===== src/rtl/icirq_pkg.sv =====
package icirq_pkg;
  localparam int unsigned ICIRQ_KEY_W   = 4;
  localparam int unsigned ICIRQ_SW_W    = 4;
  localparam int unsigned ICIRQ_DATA_W  = 32;
  localparam int unsigned ICIRQ_STAGES  = 2;
  localparam int unsigned ICIRQ_RST_STG = 2;

  // Action taken on the request flop in a given cycle
  typedef enum logic [1:0] {
    REQ_HOLD  = 2'd0,
    REQ_SET   = 2'd1,
    REQ_CLEAR = 2'd2
  } req_act_e;
endpackage


===== src/rtl/icirq_rst_sync.sv =====
module icirq_rst_sync #(
  parameter int unsigned STAGES = 2
) (
  input  logic clk,
  input  logic rst_async_n,
  output logic rst_sync_n
);
  logic [STAGES-1:0] chain_q;
  logic [STAGES-1:0] chain_d;

  always_comb begin
    chain_d = {chain_q[STAGES-2:0], 1'b1};
  end

  always_ff @(posedge clk or negedge rst_async_n) begin
    if (!rst_async_n) chain_q <= '0;
    else              chain_q <= chain_d;
  end

  assign rst_sync_n = chain_q[STAGES-1];
endmodule


===== src/rtl/icirq_sync.sv =====
module icirq_sync #(
  parameter int unsigned W      = 8,
  parameter int unsigned STAGES = 2
) (
  input  logic         clk,
  input  logic         rst_n,
  input  logic [W-1:0] raw_in,
  output logic [W-1:0] sync_out
);
  logic [W-1:0] stage_q [STAGES];
  logic [W-1:0] stage_d [STAGES];

  // Stage 0 samples the raw bus and each later stage samples the one before it
  generate
    for (genvar g = 0; g < STAGES; g++) begin : g_stage
      if (g == 0) begin : g_first
        always_comb stage_d[g] = raw_in;
      end else begin : g_next
        always_comb stage_d[g] = stage_q[g-1];
      end
      always_ff @(posedge clk or negedge rst_n) begin
        if (!rst_n) stage_q[g] <= '0;
        else        stage_q[g] <= stage_d[g];
      end
    end
  endgenerate

  assign sync_out = stage_q[STAGES-1];
endmodule


===== src/rtl/icirq_change_irq.sv =====
module icirq_change_irq
  import icirq_pkg::*;
#(
  parameter int unsigned W = 8
) (
  input  logic         clk,
  input  logic         rst_n,
  input  logic [W-1:0] cur_in,
  input  logic         rd_en,
  output logic         change,
  output logic         irq
);
  logic [W-1:0] prev_q;
  logic [W-1:0] prev_d;
  logic         irq_q;
  logic         irq_d;
  req_act_e     act;

  // The previous copy follows the synchronized value every cycle
  always_comb begin
    prev_d = cur_in;
    change = |(cur_in ^ prev_q);
  end

  // A detected change wins over a read so that the change is not dropped
  always_comb begin
    if (change)     act = REQ_SET;
    else if (rd_en) act = REQ_CLEAR;
    else            act = REQ_HOLD;
  end

  always_comb begin
    unique case (act)
      REQ_SET:   irq_d = 1'b1;
      REQ_CLEAR: irq_d = 1'b0;
      default:   irq_d = irq_q;
    endcase
  end

  always_ff @(posedge clk or negedge rst_n) begin
    if (!rst_n) begin
      prev_q <= '0;
      irq_q  <= 1'b0;
    end else begin
      prev_q <= prev_d;
      irq_q  <= irq_d;
    end
  end

  assign irq = irq_q;

  p_set_on_change_r3: assert property (@(posedge clk) disable iff (!rst_n)
    change |=> irq);
  p_hold_until_read_r4: assert property (@(posedge clk) disable iff (!rst_n)
    (irq && !rd_en) |=> irq);
  p_read_clears_r5: assert property (@(posedge clk) disable iff (!rst_n)
    (rd_en && !change) |=> !irq);
  p_no_spurious_r8: assert property (@(posedge clk) disable iff (!rst_n)
    (!irq && !change) |=> !irq);
endmodule


===== src/rtl/icirq_rd_port.sv =====
module icirq_rd_port #(
  parameter int unsigned KEY_W  = 4,
  parameter int unsigned SW_W   = 4,
  parameter int unsigned DATA_W = 32
) (
  input  logic              clk,
  input  logic              rst_n,
  input  logic              rd_en,
  input  logic [KEY_W-1:0]  keys_s,
  input  logic [SW_W-1:0]   sw_s,
  output logic [DATA_W-1:0] rd_data
);
  localparam int unsigned USED_W = KEY_W + SW_W;
  localparam int unsigned PAD_W  = DATA_W - USED_W;

  logic [DATA_W-1:0] word_c;
  logic [DATA_W-1:0] data_q;
  logic [DATA_W-1:0] data_d;

  // Keys sit in the low bits and switches directly above them
  generate
    if (PAD_W > 0) begin : g_pad
      always_comb word_c = {{PAD_W{1'b0}}, sw_s, keys_s};
    end else begin : g_nopad
      always_comb word_c = {sw_s, keys_s};
    end
  endgenerate

  always_comb begin
    data_d = rd_en ? word_c : data_q;
  end

  always_ff @(posedge clk or negedge rst_n) begin
    if (!rst_n) data_q <= '0;
    else        data_q <= data_d;
  end

  assign rd_data = data_q;

  p_hold_between_reads_r9: assert property (@(posedge clk) disable iff (!rst_n)
    !rd_en |=> $stable(rd_data));
  p_read_latency_r7: assert property (@(posedge clk) disable iff (!rst_n)
    rd_en |=> (rd_data[USED_W-1:0] == $past({sw_s, keys_s})));
endmodule


===== src/rtl/icirq_top.sv =====
module icirq_top
  import icirq_pkg::*;
#(
  parameter int unsigned KEY_W   = ICIRQ_KEY_W,
  parameter int unsigned SW_W    = ICIRQ_SW_W,
  parameter int unsigned DATA_W  = ICIRQ_DATA_W,
  parameter int unsigned STAGES  = ICIRQ_STAGES,
  parameter int unsigned RST_STG = ICIRQ_RST_STG
) (
  input  logic              clk,
  input  logic              rst_n,
  input  logic [KEY_W-1:0]  keys_async,
  input  logic [SW_W-1:0]   switches_async,
  input  logic              rd_en,
  output logic [DATA_W-1:0] rd_data,
  output logic              irq
);
  localparam int unsigned IN_W = KEY_W + SW_W;

  logic            rst_int_n;
  logic [IN_W-1:0] raw_bus;
  logic [IN_W-1:0] sync_bus;
  logic            change;

  assign raw_bus = {switches_async, keys_async};

  icirq_rst_sync #(.STAGES(RST_STG)) u_rst (
    .clk         (clk),
    .rst_async_n (rst_n),
    .rst_sync_n  (rst_int_n)
  );

  icirq_sync #(.W(IN_W), .STAGES(STAGES)) u_sync (
    .clk      (clk),
    .rst_n    (rst_int_n),
    .raw_in   (raw_bus),
    .sync_out (sync_bus)
  );

  icirq_change_irq #(.W(IN_W)) u_chg (
    .clk    (clk),
    .rst_n  (rst_int_n),
    .cur_in (sync_bus),
    .rd_en  (rd_en),
    .change (change),
    .irq    (irq)
  );

  icirq_rd_port #(.KEY_W(KEY_W), .SW_W(SW_W), .DATA_W(DATA_W)) u_rd (
    .clk     (clk),
    .rst_n   (rst_int_n),
    .rd_en   (rd_en),
    .keys_s  (sync_bus[KEY_W-1:0]),
    .sw_s    (sync_bus[IN_W-1:KEY_W]),
    .rd_data (rd_data)
  );

  p_reset_quiet_r1: assert property (@(posedge clk)
    !rst_int_n |-> (!irq && rd_data == '0));
  p_change_wins_r6: assert property (@(posedge clk) disable iff (!rst_int_n)
    (change && rd_en) |=> irq);
endmodule


===== config.mk =====
export PLATFORM = sky130hd
export DESIGN_NAME = icirq_top
export DESIGN_NICKNAME = d
export VERILOG_FILES = /design/src/rtl/icirq_pkg.sv /design/src/rtl/icirq_rst_sync.sv /design/src/rtl/icirq_sync.sv /design/src/rtl/icirq_change_irq.sv /design/src/rtl/icirq_rd_port.sv /design/src/rtl/icirq_top.sv
export SDC_FILE = /design/constraint.sdc
export NUM_CORES = 1
export LEC_CHECK = 0
export BUFFER_PORTS_ARGS = -buffer_cell sky130_fd_sc_hd__buf_4
export CAP_MARGIN = 20
export CORE_MARGIN = 10
export CORE_UTILIZATION = 48
export CTS_CLUSTER_DIAMETER = 40
export CTS_CLUSTER_SIZE = 30
export DETAILED_ROUTE_END_ITERATION = 8
export PLACE_DENSITY = 0.82
export SKIP_LAST_GASP = 1
export SLEW_MARGIN = 10
export SYNTH_ARGS = -nofsm -noshare
export SYNTH_HDL_FRONTEND = slang
export SYNTH_SLANG_ARGS = --single-unit

===== constraint.sdc =====
create_clock -name clk -period 1.5 [get_ports clk]
set_input_delay 0 -clock clk [delete_from_list [all_inputs] [get_ports clk]]
set_output_delay 0 -clock clk [all_outputs]
set_load 0.02 [all_outputs]

==> impl_results.md, run 1 <==
* Dpl cell area at 1360 um^2
* Final setup fails at 0
* Pre-CTS WS at 382 ps
* Overall Power at 1.74 mW
* Crit-path slowest cell: dfrtp_1
* Via count at 619
* Synthesized area at 1260 um^2
* Root Driver: clkbuf_4
* Max cap viols at 0
* Synthesized flop and latch total at 35
* IO Pins at 44
* Clock Sinks at 35
* Overall Global Routing Usage at 8.85%
* Final slew viol count at 0
* Max IR drop VDD at 0.944 mV
* Worst-path cell chain: xor2_1 -> nor4_2 -> o2111ai_1
* Final net count at 128
* Routability cong. at 0.665
* Initial antenna violation count at 0
* Crit Reg-Reg Startpoint: u_sync.sync_out[2]
* Min-delay worst type: in2reg
* Largest net degree at the start of global routing at 22
* Ant diodes at 0
* Syn-to-layout area delta at 20.3%
* WL per Instance at 13.8 um
* Initial DRC count at 15
* Die height at 71.2 um
* Setup_tns at 0 ps
* Port bufs at 19
* CP Class: reg2reg
* Post-Syn Area per Cell at 15.4 um^2
* TritonCTS Buffers at 5
* Initial Util at 50.4%
* First-pass iteration count of the detailed router at 3
* Relative slew slack at 64.5%
* Post-route ant nets at 0
* Leak at 0.732 nW
* Status: complete, no violations
* RSZ-0062 raised after global routing: false
* Period utilization at 73.8%
* Worst-path maximum fanout at 3
* Clock latency on the worst-skew pair at 340 ps
* Max Clk Rate at 904 MHz
* Final Instance Area at 1510 um^2
* CP Data Arrival Time at 1310 ps
* Distinct cell type count after synthesis at 11
* Reg-to-reg endpoint: u_chg.irq
* Final Skew at 13.9 ps
* Clock-pin transition on the worst setup and hold timing paths at 110 ps
* Crit path capture type: register
* Final Hold Vio Count at 0
* Worst path max stage delay at 410 ps
* Post-synth top area share at 69.6%
* Worst Slack Setup Final at 394 ps
* Worst setup startpoint: u_sync.sync_out[2]
* Final HPWL DP at 1.48 mm
* Critical path endpoint: u_chg.irq
* Clock Path Buffers at 2
* Row count at 18
* Vias in the first global route at 753
* Die area at 5070 um^2
* Tightest Pin Transition at 532 ps
* Vias per inst at 4.18
* Setup slack, reg-to-reg at 390 ps
* # Post-CTS Setup Buffers at 0
* H-tree depth at 2
* YS warnings at 0
* Post-synth top area cell: dfrtp_1
* # DRC at 0
* Overall routed net length at 2.05 mm
* Core Area at 2500 um^2
* Syn Inst Count at 82
* Die width at 71.2 um
* CTS tree: done
* WHS at 7.70 ps
* CP Data Required Time at 1710 ps
* Sequential area share after synthesis at 69.6%
* Power Dens Cells at 1150 nW/um^2
* Global route total overflow at 0
* Top cells by area, synth: dfrtp_1 70%, buf_4 14%, mux2_2 7.2%, xor2_1 4.9%, nor4_2 0.99%
* First-pass GRT wire length at 3.52 mm
* CP startpoint kind: register
* Post-layout min period at 1110 ps
* Share of layout cells above drive strength 1 at 30.5%
* Worst Reg-to-Reg Cells at 3
-- cells by family after synthesis --
logic type      count (synthesis)  share of synthesized area, %
compound gates                  1                         0.696
other cells                     2                         0.597
mux                             8                          7.16
xor+xnor                        8                          5.57
simple gates                    2                          1.39
flops                          35                          69.6
buf+inv                        26                          15.0
-- worst min path at each step --
stage                from          endpoint  slack, ps  cells past startpoint
global route        rd_en   u_rd.rd_data[6]          3                      2
CTS                 rd_en   u_rd.rd_data[0]          7                      2
detailed placement  rst_n  u_rst.chain_q[1]       -210                      1
floorplan           rst_n  u_rst.chain_q[0]       -300                      0
global placement    rst_n  u_rst.chain_q[0]       -220                      1
finish              rd_en   u_rd.rd_data[0]          8                      2
-- where the power goes --
| part | internal (mW) | leakage [nW] | switching (mW) |
|---|---|---|---|
| clock | 0.181 | 0.0282 | 0.301 |
| sequential | 1.00 | 0.405 | 0.0359 |
| combinational | 0.0951 | 0.299 | 0.132 |
-- critical path: cells and delay by family (launching register included) --
| family | cells | cell delay [ps] |
|---|---|---|
| flip-flops | 1 | 410 |
| AND/OR/NAND/NOR | 1 | 260 |
| AO/OA/AOI/OAI | 1 | 130 |
| XOR/XNOR | 1 | 180 |
-- flip-flops by register name (all words and copies together), names as in the netlist --
| name | flops |
|---|---|
| u_sync.sync_out | 8 |
| u_rst.chain_q | 2 |
| u_chg.irq | 1 |
| u_sync.stage_d | 8 |
| u_chg.prev_q | 8 |
| u_rd.rd_data | 8 |
-- what timing repair did --
action | CTS | global route
endpoints found under the setup margin | 0 | 0
resized for setup | 0 | 0
hold endpoints to repair | 10 | 0
hold buffers | 10 | 0
-- synthesized netlist by cell type (all sizes together) --
cell,instances
o2111ai,1
buf,25
nor4,1
conb,2
nor3,1
xnor2,1
dfrtp,35
xor2,7
inv,1
mux2,8
-- metrics by stage --
stage | util [%] | instances
after detailed placement | 54.4 | 130
after CTS | 60.6 | 148
after floorplan | - | 105
final | 60.6 | 148
after global routing | 60.6 | 148
after global placement | 54.4 | 130
-- cell usage in the layout (no fill, tap or decap) --
master and instances:
clkbuf_4 5, conb_1 25, xnor2_1 1, buf_4 19, mux2_2 8, clkbuf_1 1, clkinvlp_4 1, xor2_1 7
o2111ai_1 1, dfrtp_1 35, nor3_1 1, inv_1 1, clkinv_2 1, dlygate4sd3_1 10, nor4_2 1, buf_12 1
-- layout make-up --
class                   instances  area (um^2)
repair buffers                 30          263
well taps                      30         37.5
multi-input cells              44          280
clock inverters                 2         12.5
fillers                       178          986
flip-flops and latches         35          876
inverters                       1         3.75
clock buffers                   6         41.3
-- layer usage --
layer / wire length [um] / GRT usage, % / vias to the layer above / share of wire (%)
met5: 0 / 0 / - / 0
met4: 64 / 5.81 / 0 / 3.1
met3: 331 / 6.20 / 9 / 16
met2: 970 / 14.4 / 35 / 47
met1: 679 / 7.64 / 295 / 33
li1: - / - / 280 / -
No activity file was read; power rests on OpenSTA's default activity.
==> inputs of run 2 (changes only) <==
--- a/config.mk
+++ b/config.mk
@@ -5,6 +5,7 @@
 export SDC_FILE = /design/constraint.sdc
 export NUM_CORES = 1
 export LEC_CHECK = 0
+export ABC_AREA = 1
 export BUFFER_PORTS_ARGS = -buffer_cell sky130_fd_sc_hd__buf_4
 export CAP_MARGIN = 20
 export CORE_MARGIN = 10
==> constraint.sdc (replaced) <==
create_clock -name clk -period 1.1 [get_ports clk]
set_input_delay 0 -clock clk [delete_from_list [all_inputs] [get_ports clk]]
set_output_delay 0 -clock clk [all_outputs]
set_load 0.02 [all_outputs]
==> run 2 against run 1 <==
  * First-iteration DRC count is 80% higher
  * Combinational power rose by 39%
  * Design area is 3.6% higher
  * Clock skew fell by 6.2 ps
  * Synthesized cell count up 35%
  * Critical path type unchanged
==> impl_results.md, run 2 <==
* Root Driver: clkbuf_4
* H-tree depth at 2 (unchanged)
* Synthesized flop and latch total at 35 (unchanged)
* Most frequent cells in the layout: 35 x dfrtp_1, 30 x nand2_1, 25 x conb_1
* Grt peak-use layer: met2
* Dominant register cell in the synthesized netlist: dfrtp_1
* Post-synth EDFFs at 0 (unchanged)
* WL per Instance at 11.7 um (-15%)
* Final HPWL DP at 1.52 mm (+2.7%)
* Row count at 18 (unchanged)
* Final Hold Vio Count at 0 (unchanged)
* Distinct cell type count after synthesis at 13 (+2)
* Final Skew at 7.79 ps (-6.16 ps)
* Final setup fails at 0 (unchanged)
* Commonest cells in the netlist: 35 x dfrtp_1, 30 x nand2_1, 24 x buf_4, 5 x inv_1, 5 x xnor2_1
* Max IR drop VDD at 1.17 mV (+24%)
* # DRC at 0 (unchanged)
* Most common cell after layout, fill and taps aside: dfrtp_1
* M3 GR Usage at 6.67% (+0.47 points)
* Routability cong. at 0.777 (+17%)
* Syn Inst Count at 111 (+35%)
* Grt met1 use at 7.76% (+0.12 points)
* Clock Path Buffers at 2 (unchanged)
* WHS at 183 ps (+175 ps)
* Clock latency on the worst-skew pair at 330 ps (about the same)
* Async set-reset flop share out of synthesis at 100% (unchanged)
* Initial DRC count at 27 (+12)
* Post-Syn Area per Cell at 11.7 um^2 (-24%)
* Reg-to-reg endpoint: u_chg.irq
* Share of layout cells above drive strength 1 at 20.8% (-9.7 points)
* Post-synth top area share at 67.4% (-2.1 points)
* Power Dens Cells at 1580 nW/um^2 (+37%)
* Post-route ant nets at 0 (unchanged)
* Finished Core Util at 62.2% (+1.6 points)
* Most numerous cell in the Yosys netlist: dfrtp_1
* CP Data Required Time at 1330 ps (-380 ps)
* Die width at 72.0 um (+1.1%)
* Final slew viol count at 0 (unchanged)
* Worst-path maximum fanout at 3 (unchanged)
* Post-synth top area cell: dfrtp_1
* RSZ-0062 raised after global routing: false
* Period utilization at 85.7% (+12 points)
* Overall Power at 2.47 mW (+42%)
* Global route total overflow at 0 (unchanged)
* CP Class: reg2reg
* First-pass GRT wire length at 3.46 mm (-1.6%)
* Clock-pin transition on the worst setup and hold timing paths at 100 ps (about the same)
* Ant diodes at 0 (unchanged)
* Met2 Use GR at 12.7% (-1.7 points)
* Final net count at 159 (+24%)
* Worst Reg-to-Reg Cells at 7 (+4)
* Fillers at 189 (+6.2%)
* Crit Reg-Reg Startpoint: u_sync.sync_out[7]
* Vias per inst at 4.14 (-1.0%)
* Synthesized area at 1300 um^2 (+3.2%)
* Worst-path cell chain: inv_1 -> nand2_1 -> nand2_1 -> nor2_1 -> nand2_1 -> nor2_1 -> nand2_1
* Setup_tns at 0 ps (unchanged)
* Min-delay worst type: reg2async
* Max Clk Rate at 1060 MHz (+17%)
* Port bufs at 19 (unchanged)
* TritonCTS Buffers at 5 (unchanged)
* First-pass iteration count of the detailed router at 4 (+1)
* Cts repair resizes at 0 (unchanged)
* CP startpoint kind: register
* Die area at 5190 um^2 (+2.3%)
* Max cap viols at 0 (unchanged)
* CP Data Arrival Time at 1170 ps (-140 ps)
* Overall Global Routing Usage at 8.50% (-0.36 points)
* Worst path max stage delay at 390 ps (-20 ps)
* Via count at 741 (+20%)
* Setup slack, reg-to-reg at 160 ps (-240 ps)
* Syn-to-layout area delta at 20.7%
* Crit-path slowest cell: dfrtp_1
* Cell mode on critical path: nand2_1
* Die height at 72.0 um (+1.1%)
* Crit path capture type: register
* Initial antenna violation count at 0 (unchanged)
* CTS tree: done
* Status: complete, no violations
* Clock Sinks at 35 (unchanged)
* Hold-fix buffers, CTS at 11 (+1)
* Top cells by area, synth: dfrtp_1 67%, buf_4 14%, nand2_1 8.7%, xnor2_1 3.4%, inv_1 1.4%
* Overall routed net length at 2.09 mm (+2.3%)
* YS warnings at 0 (unchanged)
* Largest net degree at the start of global routing at 21 (-4.5%)
* IO Pins at 44 (unchanged)
* Leak at 0.811 nW (+11%)
* Vias in the first global route at 782 (+3.9%)
* Sequential area share after synthesis at 67.4% (-2.1 points)
* Core Area at 2520 um^2 (+0.90%)
* # Post-CTS Setup Buffers at 0 (unchanged)
* Initial Util at 51.5% (+1.1 points)
* Post-layout min period at 943 ps (-164 ps)
## run 2: logic make-up (layout without fill, tap and decap cells)
logic type             Yosys count  after routing  share of synthesized area, %
other                            2             25                         0.578
flip-flops                      35             35                          67.4
AND/OR/NAND/NOR                 35             35                          10.4
XOR/XNOR                         5              5                          3.37
AO/OA/AOI/OAI                    3              3                          1.73
buffers and inverters           31             46                          16.5
## run 2: routing by layer
layer / vias to the layer above / part of all wire, %
li1: 356 / -
met1: 335 / 38
met2: 46 / 43
met3: 4 / 19
met4: 0 / 1.0
met5: - / 0
## run 2: cell type report
type	count	area, um^2	share of cell area (%)
Inverter	6	22.5	1.44
Multi-Input combinational cell	68	295	18.8
Tap cell	30	37.5	2.39
Clock buffer	8	68.8	4.39
Timing Repair Buffer	32	268	17.1
Sequential cell	35	876	55.9
## run 2: critical path, delay by kind of cell (launching register included)
kind,cells,cell delay (ps)
flops,1,390
simple gates,6,390
buf+inv,1,80
## run 2: through the flow
step	instance area [um^2]	instances	setup slack (ps)
after global placement	1390	160	206
after detailed placement	1390	160	174
final	1570	179	157
after floorplan	1390	134	54.3
after CTS	1570	179	132
after global routing	1570	179	55.2
## run 2: power breakdown
group / internal [mW] / switching [mW] / total [mW]
clock network: 0.376 / 0.382 / 0.758
registers: 1.36 / 0.0393 / 1.40
logic: 0.119 / 0.196 / 0.315
## run 2: worst max-delay path by stage
stage / startpoint / endpoint / slack [ps] / cells past startpoint
6_report: u_sync.sync_out[7] / u_chg.irq / 160 / 7
5_1_grt: u_sync.sync_out[7] / u_chg.irq / 60 / 7
4_1_cts: u_sync.sync_out[7] / u_chg.irq / 130 / 7
3_5_place_dp: u_sync.sync_out[7] / u_chg.irq / 170 / 7
3_3_place_gp: u_sync.sync_out[6] / u_chg.irq / 210 / 7
2_1_floorplan: u_rst.chain_q[1] / u_chg.irq / 50 / 0
==> inputs of run 3 (changes only) <==
--- a/config.mk
+++ b/config.mk
@@ -5,7 +5,7 @@
 export SDC_FILE = /design/constraint.sdc
 export NUM_CORES = 1
 export LEC_CHECK = 0
-export ABC_AREA = 1
+export ABC_AREA = 0
 export BUFFER_PORTS_ARGS = -buffer_cell sky130_fd_sc_hd__buf_4
 export CAP_MARGIN = 20
 export CORE_MARGIN = 10
==> run 3 against run 2 <==
  * Non-clock buffer count increased by 1
  * Sequential share of layout area increased by 0.77 points
  * Design area fell by 1.4%
  * Sequential power hardly changed
  * Critical endpoint unchanged
==> impl_results.md, run 3 (synthesis gave the netlist of run 1 again) <==
* # DRC at 0 (unchanged)
* CTS tree: done
* Worst-path cell chain: xor2_1 -> nor4_2 -> o2111ai_1
* Final Hold Vio Count at 0 (unchanged)
* Combinational share of power at 12.9% (+0.2 points)
* Overall Global Routing Usage at 8.26% (-0.24 points)
* Pint at 1.87 mW (+0.91%)
* H-tree depth at 2 (unchanged)
* Core Area at 2500 um^2 (-0.89%)
* Initial antenna violation count at 0 (unchanged)
* Die width at 71.2 um (-1.1%)
* Most frequent cells in the layout: 35 x dfrtp_1, 25 x conb_1, 23 x buf_4
* Worst Slack Setup Final at 35.0 ps (-123 ps)
* Overall routed net length at 1.96 mm (-6.3%)
* Max cap viols at 0 (unchanged)
* Crit-path slowest cell: dfrtp_1
* Final net count at 131 (-18%)
* Worst Reg-to-Reg Cells at 3 (-4)
* Period utilization at 96.8% (+11 points)
* Worst hold stages at 2
* Switching Fraction at 24.3% (-0.62 points)
* Final HPWL DP at 1.42 mm (-7.0%)
* Share of layout cells above drive strength 1 at 33.1% (+12 points)
* Pre-CTS WS at 13.4 ps (-161 ps)
* Routability cong. at 0.676 (-13%)
* CP Class: reg2reg
* Ant diodes at 0 (unchanged)
* CP Data Required Time at 1300 ps (-30 ps)
* Clock Sinks at 35 (unchanged)
* Final slew viol count at 0 (unchanged)
* Reg-to-reg endpoint: u_chg.irq
* Crit Reg-Reg Startpoint: u_sync.sync_out[2]
* Vias per inst at 4.17 (+0.63%)
* CP startpoint kind: register
* Final setup fails at 0 (unchanged)
* Finished Core Util at 61.9% (-0.29 points)
* Final Skew at 3.60 ps (-4.19 ps)
* Psw at 602 uW (-2.4%)
* Power Dens Cells at 1600 nW/um^2 (+1.5%)
* Root Driver: clkbuf_4
* WL per Instance at 13.0 um (+11%)
* Min-delay worst type: in2reg
* Initial Util at 50.4% (-1.1 points)
* CP Data Arrival Time at 1260 ps (+90 ps)
* Global route total overflow at 0 (unchanged)
* Die height at 71.2 um (-1.1%)
* First-pass GRT wire length at 3.28 mm (-5.2%)
* Crit path capture type: register
* Max IR drop VDD at 1.61 mV (+37%)
* Hold Path End: u_chg.irq
* Via count at 629 (-15%)
* Most common cell after layout, fill and taps aside: dfrtp_1
* Clock-pin transition on the worst setup and hold timing paths at 90 ps (about the same)
* Largest net degree at the start of global routing at 22 (+4.8%)
* Status: complete, no violations
* Setup slack, reg-to-reg at 30 ps (-120 ps)
* First-pass iteration count of the detailed router at 3 (-1)
* Post-route ant nets at 0 (unchanged)
* Clk pwr share at 30.3% (-0.3 points)
* Clock Path Buffers at 2 (unchanged)
* RSZ-0062 raised after global routing: true
* Worst-path maximum fanout at 3 (unchanged)
* Row count at 18 (unchanged)
* Die area at 5070 um^2 (-2.2%)
* IO Pins at 44 (unchanged)
* Worst path max stage delay at 410 ps (+20 ps)
* Max Clk Rate at 939 MHz (-12%)
* WHS at 14.2 ps (-169 ps)
* Leak at 0.754 nW (-7.1%)
* Clock latency on the worst-skew pair at 320 ps (about the same)
* Post-layout min period at 1070 ps (+123 ps)
* Hold Crit Start: rd_en
* Initial DRC count at 3 (-89%)
* Port bufs at 19 (unchanged)
* Vias in the first global route at 703 (-10%)
* Syn-to-layout area delta at 22.9%
* Sequential share of power at 56.8% (+0.2 points)
* TritonCTS Buffers at 5 (unchanged)
run 3: changes by cell type in the layout (fill, tap and decap cells not counted), moves of 2 or more:
cell     change
nand2_1     -30
o21ai_2      -2
xnor2_1      -4
inv_1        -4
buf_4        +2
nor2_1       -3
xor2_1       +6
mux2_2       +8
run 3: timing repair:
action,CTS,global route
hold buffers,10,0
setup buffers,0,2
endpoints found under the setup margin,0,1
hold endpoints to repair,10,0
gates resized for setup,0,1
run 3: power groups by stage:
stage,logic [mW],registers (mW),clock network [mW]
6_report,0.318,1.40,0.751
5_1_grt,0.347,1.41,0.858
4_1_cts,0.312,1.41,0.764
3_5_place_dp,0.283,1.43,0
3_3_place_gp,0.279,1.43,0
2_1_floorplan,0.197,1.48,0
run 3: area by class of cell:
class	instances	area, um^2
Clock buffer	8	68.8
Fill cell	169	953
Inverter	1	3.75
Multi-Input combinational cell	44	288
Sequential cell	35	876
Tap cell	30	37.5
Timing Repair Buffer	33	273
run 3: per-layer routing:
| metal | share of wire (%) | up-vias | GRT usage [%] |
|---|---|---|---|
| li1 | - | 284 | - |
| met3 | 16 | 5 | 7.44 |
| met1 | 34 | 304 | 7.40 |
| met4 | 2.0 | 0 | 3.87 |
| met2 | 48 | 36 | 12.6 |
| met5 | 0 | - | 0 |
run 3: worst max-delay path: cells and delay by family (launching register included):
kind,cells,cell delay [ps]
flops,1,410
simple gates,1,250
xor+xnor,1,150
compound gates,1,120
run 3: per-stage QoR:
step	instances	total power, mW	TNS (ps)	cell area [um^2]
2_1_floorplan	105	1.67	0	1350
3_3_place_gp	131	1.70	0	1360
3_5_place_dp	131	1.71	0	1360
4_1_cts	149	2.48	0	1520
5_1_grt	151	2.62	-14.6	1550
6_report	151	2.47	0	1550
run 3: worst max-delay path by stage:
stage | startpoint | end | depth (start not counted)
final | u_sync.sync_out[2] | u_chg.irq | 3
after global routing | u_sync.sync_out[2] | u_chg.irq | 3
after CTS | u_sync.sync_out[2] | u_chg.irq | 3
after detailed placement | u_sync.sync_out[2] | u_chg.irq | 3
after global placement | u_sync.sync_out[2] | u_chg.irq | 3
after floorplan | u_rst.chain_q[1] | u_chg.irq | 0
